--- src/rtl/pgw_pkg.sv ---
package pgw_pkg;
  // entry flag positions (fixed by the walker's decode)
  localparam int FLG_PRESENT = 0;
  localparam int FLG_WRITE   = 1;
  localparam int FLG_USER    = 2;
  localparam int FLG_ACCESS  = 5;
  localparam int FLG_DIRTY   = 6;

  typedef enum logic [3:0] {
    ST_IDLE,
    ST_DIR_RQ,
    ST_DIR_RS,
    ST_TBL_RQ,
    ST_TBL_RS,
    ST_DIR_WQ,
    ST_DIR_WS,
    ST_TBL_WQ,
    ST_TBL_WS
  } walk_st_e;
endpackage

--- src/rtl/pgw_perm.sv ---
module pgw_perm (
  input  logic dir_wr_ok,
  input  logic dir_usr_ok,
  input  logic tbl_wr_ok,
  input  logic tbl_usr_ok,
  input  logic is_user,
  input  logic is_write,
  output logic deny
);
  logic usr_ok, wr_ok;

  // both levels must grant a right for it to hold
  always_comb begin
    usr_ok = dir_usr_ok & tbl_usr_ok;
    wr_ok  = dir_wr_ok & tbl_wr_ok;
    deny   = is_user & (~usr_ok | (is_write & ~wr_ok));
  end
endmodule

--- src/rtl/pgw_entry_upd.sv ---
module pgw_entry_upd #(
  parameter int EW = 32
) (
  input  logic [EW-1:0] ent_in,
  input  logic          mark_dirty,
  output logic [EW-1:0] ent_out,
  output logic          changed
);
  import pgw_pkg::*;

  logic [EW-1:0] set_mask;

  always_comb begin
    set_mask = '0;
    set_mask[FLG_ACCESS] = 1'b1;
    set_mask[FLG_DIRTY]  = mark_dirty;
    ent_out = ent_in | set_mask;
    changed = (ent_out != ent_in);
  end
endmodule

--- src/rtl/pt_walker.sv ---
module pt_walker #(
  parameter int AW    = 32,
  parameter int IDX_W = 10,
  parameter int OFF_W = 12
) (
  input  logic                clk,
  input  logic                rst,
  input  logic                req_valid,
  output logic                req_ready,
  input  logic [AW-1:0]       req_lin,
  input  logic                req_write,
  input  logic                req_user,
  input  logic                pg_en,
  input  logic [AW-OFF_W-1:0] dir_base,
  output logic                mem_req_valid,
  input  logic                mem_req_ready,
  output logic                mem_req_we,
  output logic [AW-1:0]       mem_req_addr,
  output logic [AW-1:0]       mem_req_wdata,
  input  logic                mem_rsp_valid,
  output logic                mem_rsp_ready,
  input  logic [AW-1:0]       mem_rsp_rdata,
  output logic                done,
  output logic [AW-1:0]       phys_addr,
  output logic                fault,
  output logic [AW-1:0]       fault_addr
);
  import pgw_pkg::*;

  localparam int FRAME_W = AW - OFF_W;
  localparam int ENT_B   = OFF_W - IDX_W;   // log2 of entry size in bytes
  localparam int DIR_LO  = OFF_W + IDX_W;

  walk_st_e       state;
  logic [AW-1:0]  lin_q;
  logic           wr_q, usr_q;
  logic [FRAME_W-1:0] base_q;
  logic [AW-1:0]  dir_q, tbl_q, pte_addr_q;
  logic           tbl_chg_q;

  logic           mreq_v, mreq_we;
  logic [AW-1:0]  mreq_a, mreq_wd;
  logic           done_q, fault_q;
  logic [AW-1:0]  phys_q, fault_addr_q;

  logic [AW-1:0]  pde_addr_c, pte_addr_c, dir_new, tbl_new;
  logic           dir_chg, tbl_chg, deny;
  logic           rsp_hit;

  // entry addresses
  always_comb begin
    pde_addr_c = {base_q, lin_q[AW-1:DIR_LO], {ENT_B{1'b0}}};
    pte_addr_c = {mem_rsp_rdata[AW-1:OFF_W], lin_q[DIR_LO-1:OFF_W], {ENT_B{1'b0}}};
  end

  pgw_perm u_perm (
    .dir_wr_ok  (dir_q[FLG_WRITE]),
    .dir_usr_ok (dir_q[FLG_USER]),
    .tbl_wr_ok  (mem_rsp_rdata[FLG_WRITE]),
    .tbl_usr_ok (mem_rsp_rdata[FLG_USER]),
    .is_user    (usr_q),
    .is_write   (wr_q),
    .deny       (deny)
  );

  pgw_entry_upd #(.EW(AW)) u_dir_upd (
    .ent_in     (dir_q),
    .mark_dirty (1'b0),
    .ent_out    (dir_new),
    .changed    (dir_chg)
  );

  pgw_entry_upd #(.EW(AW)) u_tbl_upd (
    .ent_in     (mem_rsp_rdata),
    .mark_dirty (wr_q),
    .ent_out    (tbl_new),
    .changed    (tbl_chg)
  );

  assign rsp_hit = mem_rsp_valid & mem_rsp_ready;

  always_ff @(posedge clk) begin
    if (rst) begin
      state        <= ST_IDLE;
      lin_q        <= '0;
      wr_q         <= 1'b0;
      usr_q        <= 1'b0;
      base_q       <= '0;
      dir_q        <= '0;
      tbl_q        <= '0;
      pte_addr_q   <= '0;
      tbl_chg_q    <= 1'b0;
      mreq_v       <= 1'b0;
      mreq_we      <= 1'b0;
      mreq_a       <= '0;
      mreq_wd      <= '0;
      done_q       <= 1'b0;
      fault_q      <= 1'b0;
      phys_q       <= '0;
      fault_addr_q <= '0;
    end else begin
      done_q  <= 1'b0;
      fault_q <= 1'b0;
      unique case (state)
        ST_IDLE: begin
          if (req_valid && req_ready) begin
            lin_q  <= req_lin;
            wr_q   <= req_write;
            usr_q  <= req_user;
            base_q <= dir_base;
            if (!pg_en) begin
              phys_q <= req_lin;
              done_q <= 1'b1;
            end else begin
              mreq_v  <= 1'b1;
              mreq_we <= 1'b0;
              mreq_a  <= {dir_base, req_lin[AW-1:DIR_LO], {ENT_B{1'b0}}};
              state   <= ST_DIR_RQ;
            end
          end
        end
        ST_DIR_RQ: begin
          if (mem_req_ready) begin
            mreq_v <= 1'b0;
            state  <= ST_DIR_RS;
          end
        end
        ST_DIR_RS: begin
          if (rsp_hit) begin
            dir_q <= mem_rsp_rdata;
            if (!mem_rsp_rdata[FLG_PRESENT]) begin
              fault_q      <= 1'b1;
              fault_addr_q <= lin_q;
              state        <= ST_IDLE;
            end else begin
              mreq_v     <= 1'b1;
              mreq_we    <= 1'b0;
              mreq_a     <= pte_addr_c;
              pte_addr_q <= pte_addr_c;
              state      <= ST_TBL_RQ;
            end
          end
        end
        ST_TBL_RQ: begin
          if (mem_req_ready) begin
            mreq_v <= 1'b0;
            state  <= ST_TBL_RS;
          end
        end
        ST_TBL_RS: begin
          if (rsp_hit) begin
            if (!mem_rsp_rdata[FLG_PRESENT] || deny) begin
              fault_q      <= 1'b1;
              fault_addr_q <= lin_q;
              state        <= ST_IDLE;
            end else begin
              phys_q    <= {mem_rsp_rdata[AW-1:OFF_W], lin_q[OFF_W-1:0]};
              tbl_q     <= tbl_new;
              tbl_chg_q <= tbl_chg;
              if (dir_chg) begin
                mreq_v  <= 1'b1;
                mreq_we <= 1'b1;
                mreq_a  <= pde_addr_c;
                mreq_wd <= dir_new;
                state   <= ST_DIR_WQ;
              end else if (tbl_chg) begin
                mreq_v  <= 1'b1;
                mreq_we <= 1'b1;
                mreq_a  <= pte_addr_q;
                mreq_wd <= tbl_new;
                state   <= ST_TBL_WQ;
              end else begin
                done_q <= 1'b1;
                state  <= ST_IDLE;
              end
            end
          end
        end
        ST_DIR_WQ: begin
          if (mem_req_ready) begin
            mreq_v <= 1'b0;
            state  <= ST_DIR_WS;
          end
        end
        ST_DIR_WS: begin
          if (rsp_hit) begin
            if (tbl_chg_q) begin
              mreq_v  <= 1'b1;
              mreq_we <= 1'b1;
              mreq_a  <= pte_addr_q;
              mreq_wd <= tbl_q;
              state   <= ST_TBL_WQ;
            end else begin
              done_q <= 1'b1;
              state  <= ST_IDLE;
            end
          end
        end
        ST_TBL_WQ: begin
          if (mem_req_ready) begin
            mreq_v <= 1'b0;
            state  <= ST_TBL_WS;
          end
        end
        ST_TBL_WS: begin
          if (rsp_hit) begin
            done_q <= 1'b1;
            state  <= ST_IDLE;
          end
        end
        default: state <= ST_IDLE;
      endcase
    end
  end

  always_comb begin
    req_ready     = (state == ST_IDLE) && !done_q && !fault_q;
    mem_rsp_ready = (state == ST_DIR_RS) || (state == ST_TBL_RS) ||
                    (state == ST_DIR_WS) || (state == ST_TBL_WS);
    mem_req_valid = mreq_v;
    mem_req_we    = mreq_we;
    mem_req_addr  = mreq_a;
    mem_req_wdata = mreq_wd;
    done          = done_q;
    fault         = fault_q;
    phys_addr     = phys_q;
    fault_addr    = fault_addr_q;
  end
endmodule

--- config.mk ---
export PLATFORM = sky130hd
export DESIGN_NAME = pt_walker
export DESIGN_NICKNAME = d
export VERILOG_FILES = /design/src/rtl/pgw_pkg.sv /design/src/rtl/pgw_perm.sv /design/src/rtl/pgw_entry_upd.sv /design/src/rtl/pt_walker.sv
export SDC_FILE = /design/constraint.sdc
export NUM_CORES = 1
export LEC_CHECK = 0
export BUFFER_PORTS_ARGS = -buffer_cell sky130_fd_sc_hd__buf_4
export CAP_MARGIN = 20
export CORE_UTILIZATION = 35
export CTS_BUF_LIST = sky130_fd_sc_hd__clkbuf_16
export CTS_CLUSTER_DIAMETER = 50
export DETAILED_ROUTE_END_ITERATION = 7
export SYNTH_ARGS = -nofsm -noshare
export SYNTH_HDL_FRONTEND = slang
export SYNTH_SLANG_ARGS = --single-unit
--- constraint.sdc ---
create_clock -name clk -period 2 [get_ports clk]
set_input_delay 0.4 -clock clk [delete_from_list [all_inputs] [get_ports clk]]
set_output_delay 0.4 -clock clk [all_outputs]
set_load 0.02 [all_outputs]
======== Yosys cells after proc, flatten, opt, wreduce, memory -nomap -nowiden ========
Index checks and enable logic that the tools add are counted.
storage, ports and cells
  word-level logic and storage cells ...... 157
  input port bits ......................... 92
  output and inout bits ................... 134
  register bits ........................... 285
cells by class
  bitwise operators ....................... 10
  muxes and demuxes ....................... 76
  equal/unequal tests ..................... 27
  reduce and logical (&&, ||, !) cells .... 27
operator list
  cell                                                                    number
  32-bit two-way mux                                                      24
  32-bit one-hot mux with 2 select lines                                  3
  32-bit one-hot mux with 4 select lines                                  1
  4-bit two-way mux                                                       10
  4-bit one-hot mux with 9 select lines                                   1
  2-bit != test (second input constant)                                   16
  32-bit != test                                                          1
  32-bit by 7-bit OR with 32-bit output                                   1
  1-bit two-way mux                                                       28
  10-bit AND reduction                                                    2
  4-bit by 3-bit equality test with 1-bit output (second input constant)  4
  3-bit two-way mux                                                       4
  11-bit AND reduction                                                    1
  5-bit AND reduction                                                     2
  4-bit by 2-bit equality test with 1-bit output (second input constant)  2
  1-bit one-hot mux with 4 select lines                                   2
  3-bit AND reduction                                                     2
  6-bit AND reduction                                                     1
  2-bit nonzero test                                                      3
  1-bit bitwise AND                                                       5
  1-bit one-hot mux with 5 select lines                                   1
  5-bit nonzero test                                                      1
  4-bit by 1-bit equality test with 1-bit output (second input constant)  1
  4-bit equality test (second input constant)                             1
  other kinds (13)                                                        23

======== Longest topological paths before layout ========
  word-level depth ........................ 9
  gate-level depth with buffers ........... 8
  depth with buffers taken out ............ 5

======== By module ========
A second synthesis with hierarchy kept.
second synthesis, totals
  cell total of the unflattened synthesis .. 1540
  area total of the unflattened synthesis .. 12435.7 um^2
modules (own cells, without submodules)
  module         cells an instance  instances  area each (um^2)  sequential area each (um^2)
  pt_walker      1467               1          11913.9           5665.4
  pgw_entry_upd  35                 2          251.5             0.0
  pgw_perm       3                  1          18.8              0.0

======== Least setup slack after synthesis ========
Ideal clock, no wire load.
  kind .................................... reg-to-reg
  start ................................... reg state[3]
  end ..................................... reg fault_addr_q[10] (netlist: fault_addr[10])
  arrival time ............................ 1852 ps
  period minus slack after synthesis ...... 1979 ps
  stages on the path, launching flop included .. 7
  required time ........................... 1872 ps
  path buffers ............................ 2
  slack ................................... 21 ps
  library setup time ...................... 128 ps
  path through ............................ dfxtp_1 > buf_2 > or4b_4 > a221oi_4 > buf_4 > mux2i_1 > nor2_1
between the ends
  cells in the longest elaborated chain, start to end .. 7
  elaborated cells on any way between the ends .. 15
  those cells by class .................... 8 x eq/ne; 1 x mux; 1 x bitwise; 5 x reduce/logical
RTL lines
  item                                                                                                              line                                source
  start: declaration                                                                                                pt_walker.sv:34                     walk_st_e state;
  start signal: assignment                                                                                          pt_walker.sv:84                     state <= ST_IDLE;
  start signal: assignment                                                                                          pt_walker.sv:118                    state <= ST_DIR_RQ;
  start signal: assignment                                                                                          pt_walker.sv:125                    state <= ST_DIR_RS;
  4-bit by 2-bit equality test with 1-bit output or 4-bit by 3-bit equality test with 1-bit output (tied branches)  pt_walker.sv:104, pt_walker.sv:218
  1-bit logical OR (2 in series)                                                                                    pt_walker.sv:218                    mem_rsp_ready = (state == ST_DIR_RS) || (state == ST_TBL_RS) ||
  1-bit logical OR                                                                                                  pt_walker.sv:219                    (state == ST_DIR_WS) || (state == ST_TBL_WS);
  1-bit bitwise AND                                                                                                 pt_walker.sv:80                     assign rsp_hit = mem_rsp_valid & mem_rsp_ready;
  2-bit != test (no line)                                                                                           --
  5-bit AND reduction (no line)                                                                                     --
  end signal: assignment                                                                                            pt_walker.sv:133                    fault_addr_q <= lin_q;
  end signal: assignment                                                                                            pt_walker.sv:154                    fault_addr_q <= lin_q;
  end: declaration                                                                                                  pt_walker.sv:44                     logic [AW-1:0] phys_q, fault_addr_q;
Parallel ways exist; a longest one is shown, timed or not.
A chain may end at the register's enable or synchronous reset.

======== Worst setup path in the final report ========
  start ................................... reg state[2]
  end ..................................... out req_ready
between the ends
  cells in the longest elaborated chain, start to end .. 3
RTL lines
  item                             line              source
  4-bit zero test                  pt_walker.sv:217  req_ready = (state == ST_IDLE) && !done_q && !fault_q;
  1-bit logical AND (2 in series)  pt_walker.sv:217
  end: declaration                 pt_walker.sv:9    output logic req_ready,
No other way between the ends.

==> flow_metrics.py <==
metrics = {
    "run_status": {
        "outcome": "finished, violations left",
        "violations": "negative setup slack",
    },
    "floorplan": {
        "fp.coreArea_um2": 34500,
        "die-area_um2": 35700,
        "initial_core_util_pct": 35.5,
        "ios": 226,
        "die_x_um": 189,
        "core.rowCount": 68,
        "die_y_um": 189,
    },
    "timing": {
        "fin_skew_ns": 0.0174,
        "timing.final.crit_period_ns": 2.25,
        "layout_setup_ws_ns": -0.246,
        "slew-limit-headroom_pct": 57.2,
        "setup_viol": 163,
        "hold_slack_ns": 0.138,
        "hold_violations": 0,
        "tightest_slew_ns": 0.643,
        "drv_slew": 0,
        "clock.fmax_mhz": 445,
        "post-route-period-util_pct": 112,
        "grt_setup_unrepaired": "yes",
    },
    "logic_synthesis": {
        "yosysSeqAreaShare_pct": 46.3,
        "synth_top_area_share_pct": 46.3,
        "synth_cell_type_count": 58,
        "syn_inst": 1489,
        "yosysTopAreaCell": "dfxtp_1",
        "ys_seq_elements": 283,
        "synth_ff_type": "dfxtp_1",
        "synthMostInstantiatedCell": "nand2_1",
        "yosys-top-cells-area": "dfxtp_1, nand2_1, mux2i_1",
        "async_reset_ff_share_pct": 0,
        "syn_area_um2": 12200,
        "ys.warnings.count": 0,
        "synthTopCellsByCount": "nand2_1, dfxtp_1, a21oi_1",
        "avgSynthCellArea_um2": 8.22,
        "synth-edff-count": 0,
    },
    "power": {
        "internal_power_uw": 10900,
        "seqPwrFrac_pct": 40.5,
        "switchingPower_uw": 4310,
        "power_leakage_uw": 0.00716,
        "switching_share_pct": 28.4,
        "power_uw": 15200,
        "p_per_area_nw_per_um2": 847,
        "peakVddDrop_v": 0.000626,
        "p_clk_share_pct": 42.1,
        "combPwrFrac_pct": 17.4,
    },
    "placement": {
        "gp_congestion": 0.837,
        "place_ws_ns": -0.0792,
        "portBuffers": 223,
        "hpwl_um": 27600,
        "place_area_um2": 15000,
    },
    "hold_path": {
        "hp-class": "input port to register",
        "whs_endpoint": "lin_q[10]",
        "whs_path_depth": 3,
        "hp-start": "req_lin[10]",
    },
    "layout": {
        "final_cell_area_um2": 17900,
        "drive_gt1_share_pct": 32.2,
        "area_growth_syn_to_layout_pct": 46.4,
        "regArea_um2": 5680,
        "finish.net_count": 1867,
        "fillCellCount": 3211,
        "multiInputGateArea_um2": 6800,
    },
    "route": {
        "wl_per_cell_um": 20.8,
        "first_pass_iters": 7,
        "drc": 0,
        "wirelength_um": 47000,
        "vias": 12300,
        "vias_per_cell": 5.46,
        "drtIter0Drc": 935,
        "antenna_left": 0,
    },
    "critical_path": {
        "cp_max_fo": 3,
        "critPathKind": "register to output port",
        "cp.arrival_ns": 1.85,
        "rr_worst_depth": 8,
        "reg2reg_from": "state[2]",
        "reg2reg_to": "fault_addr[8]",
        "crit_required_ns": 1.60,
        "cp-end-kind": "output port",
        "startpoint_type": "register",
        "regToRegSetupSlack_ns": -0.21,
    },
    "clock_tree": {
        "clock-sinks": 283,
        "h-tree-depth": 2,
        "clk_pin_slew_ns": 0.06,
        "clk_latency_ns": 0.52,
        "clockBufferDepth": 3,
        "cts_buffers": 37,
        "cts_tree": "done",
        "root_buffer": "clkbuf_16",
    },
    "global_route": {
        "grt_pass1_vias": 11200,
        "track_usage_pct": 22.9,
        "grt_antenna_before_repair": 2,
        "grt_pass1_wl_um": 64400,
        "grt-ovfl-total": 0,
        "grt_max_degree": 87,
    },
    "job": {
        "maxCapViolCount": 0,
    },
}
==> power groups by stage <==
stage          clock network [uW]  logic, uW  registers, uW
6_report                     6380       2640           6150
5_1_grt                      6740       2770           6170
2_1_floorplan                   0        909           6350
3_3_place_gp                    0       2030           6230
4_1_cts                      6460       2090           6110
3_5_place_dp                    0       2050           6230
==> cells in the final DEF (no fill, tap or decap), types with 5 or more instances in the layout <==
cell type and n:
clkinvlp_4 5, o32a_1 5, clkbuf_16 57, nor2_2 16, o22ai_1 5, a311oi_1 31, a211o_1 33, buf_4 292
a311oi_2 24, a21o_1 14, nor2_1 83, a222oi_1 20, a21oi_1 158, nand2_2 7, o21ai_0 10, and3_1 11
buf_6 26, nand3_1 18, inv_1 6, o21ai_1 6, nand3_2 5, nand2_4 9, clkinv_1 7, nand2_1 354
nor2_4 22, mux2i_1 101, dfxtp_1 278, buf_12 34, nand2b_1 44, a21oi_2 31, nor2b_1 11
==> worst max-delay path, cell delays in order (launching register included) <==
cell	delay [ns]
dfxtp_2	0.33
buf_8	0.12
or4_4	0.49
buf_6	0.14
nor3_4	0.12
buf_6	0.14
==> registers in the layout, indices dropped and copies added, names as in the netlist <==
signal / cells
base_q: 20
dir_q: 32
done: 1
fault: 1
fault_addr: 32
lin_q: 32
mem_req_addr: 30
mem_req_valid: 1
mem_req_wdata: 32
mem_req_we: 1
phys_addr: 32
pte_addr_q: 30
state: 4
tbl_chg_q: 1
tbl_q: 32
usr_q: 1
wr_q: 1
==> layout make-up <==
type / count / area share [%]
well taps: 455 / 3.18
diodes: 1 / 0.0140
clock inverters: 26 / 1.11
flip-flops and latches: 283 / 31.7
multi-input cells: 1075 / 38.0
inverters: 4 / 0.0838
repair buffers: 374 / 20.5
clock buffers: 39 / 5.45
==> metrics by stage <==
stage / utilization (%) / instances / setup TNS (ns)
2_1_floorplan: - / 1490 / 0
3_3_place_gp: 43.5 / 2128 / -0.601
3_5_place_dp: 43.5 / 2128 / -0.970
4_1_cts: 47.6 / 2203 / -1.52
5_1_grt: 52.0 / 2257 / -26.23
6_report: 52.0 / 2257 / -17.24
==> worst max-delay path by stage <==
stage                     startpoint              to  slack, ns
final                       state[2]       req_ready      -0.25
after global routing        state[2]       req_ready      -0.29
after CTS                   state[2]       req_ready      -0.29
after detailed placement    state[0]   phys_addr[29]      -0.08
after global placement      state[0]   phys_addr[26]      -0.03
after floorplan             state[3]  fault_addr[10]       0.02
==> metal layers <==
metal  global-route usage (%)  vias up  wire, um
met1                     30.5     5886     20000
met2                     36.5      537     21300
met3                     5.12      111      3880
met4                     7.97        0      1780
li1                         -     5781         -
met5                        0        -         0
==> logic make-up after synthesis <==
logic type / synth area share [%]
buf+inv: 4.44
compound gates: 19.7
flops: 46.3
simple gates: 20.8
mux: 8.60
other cells: 0.0306
xor+xnor: 0.143
==> repair_timing <==
item | in CTS | in global routing
setup buffers | 6 | 34
endpoints found under the setup margin | 86 | 141
pin swaps | 5 | 91
hold buffers | 0 | 0
gates resized for setup | 16 | 202
gates cloned | 4 | 25
Power figures use the tool's default switching activity.
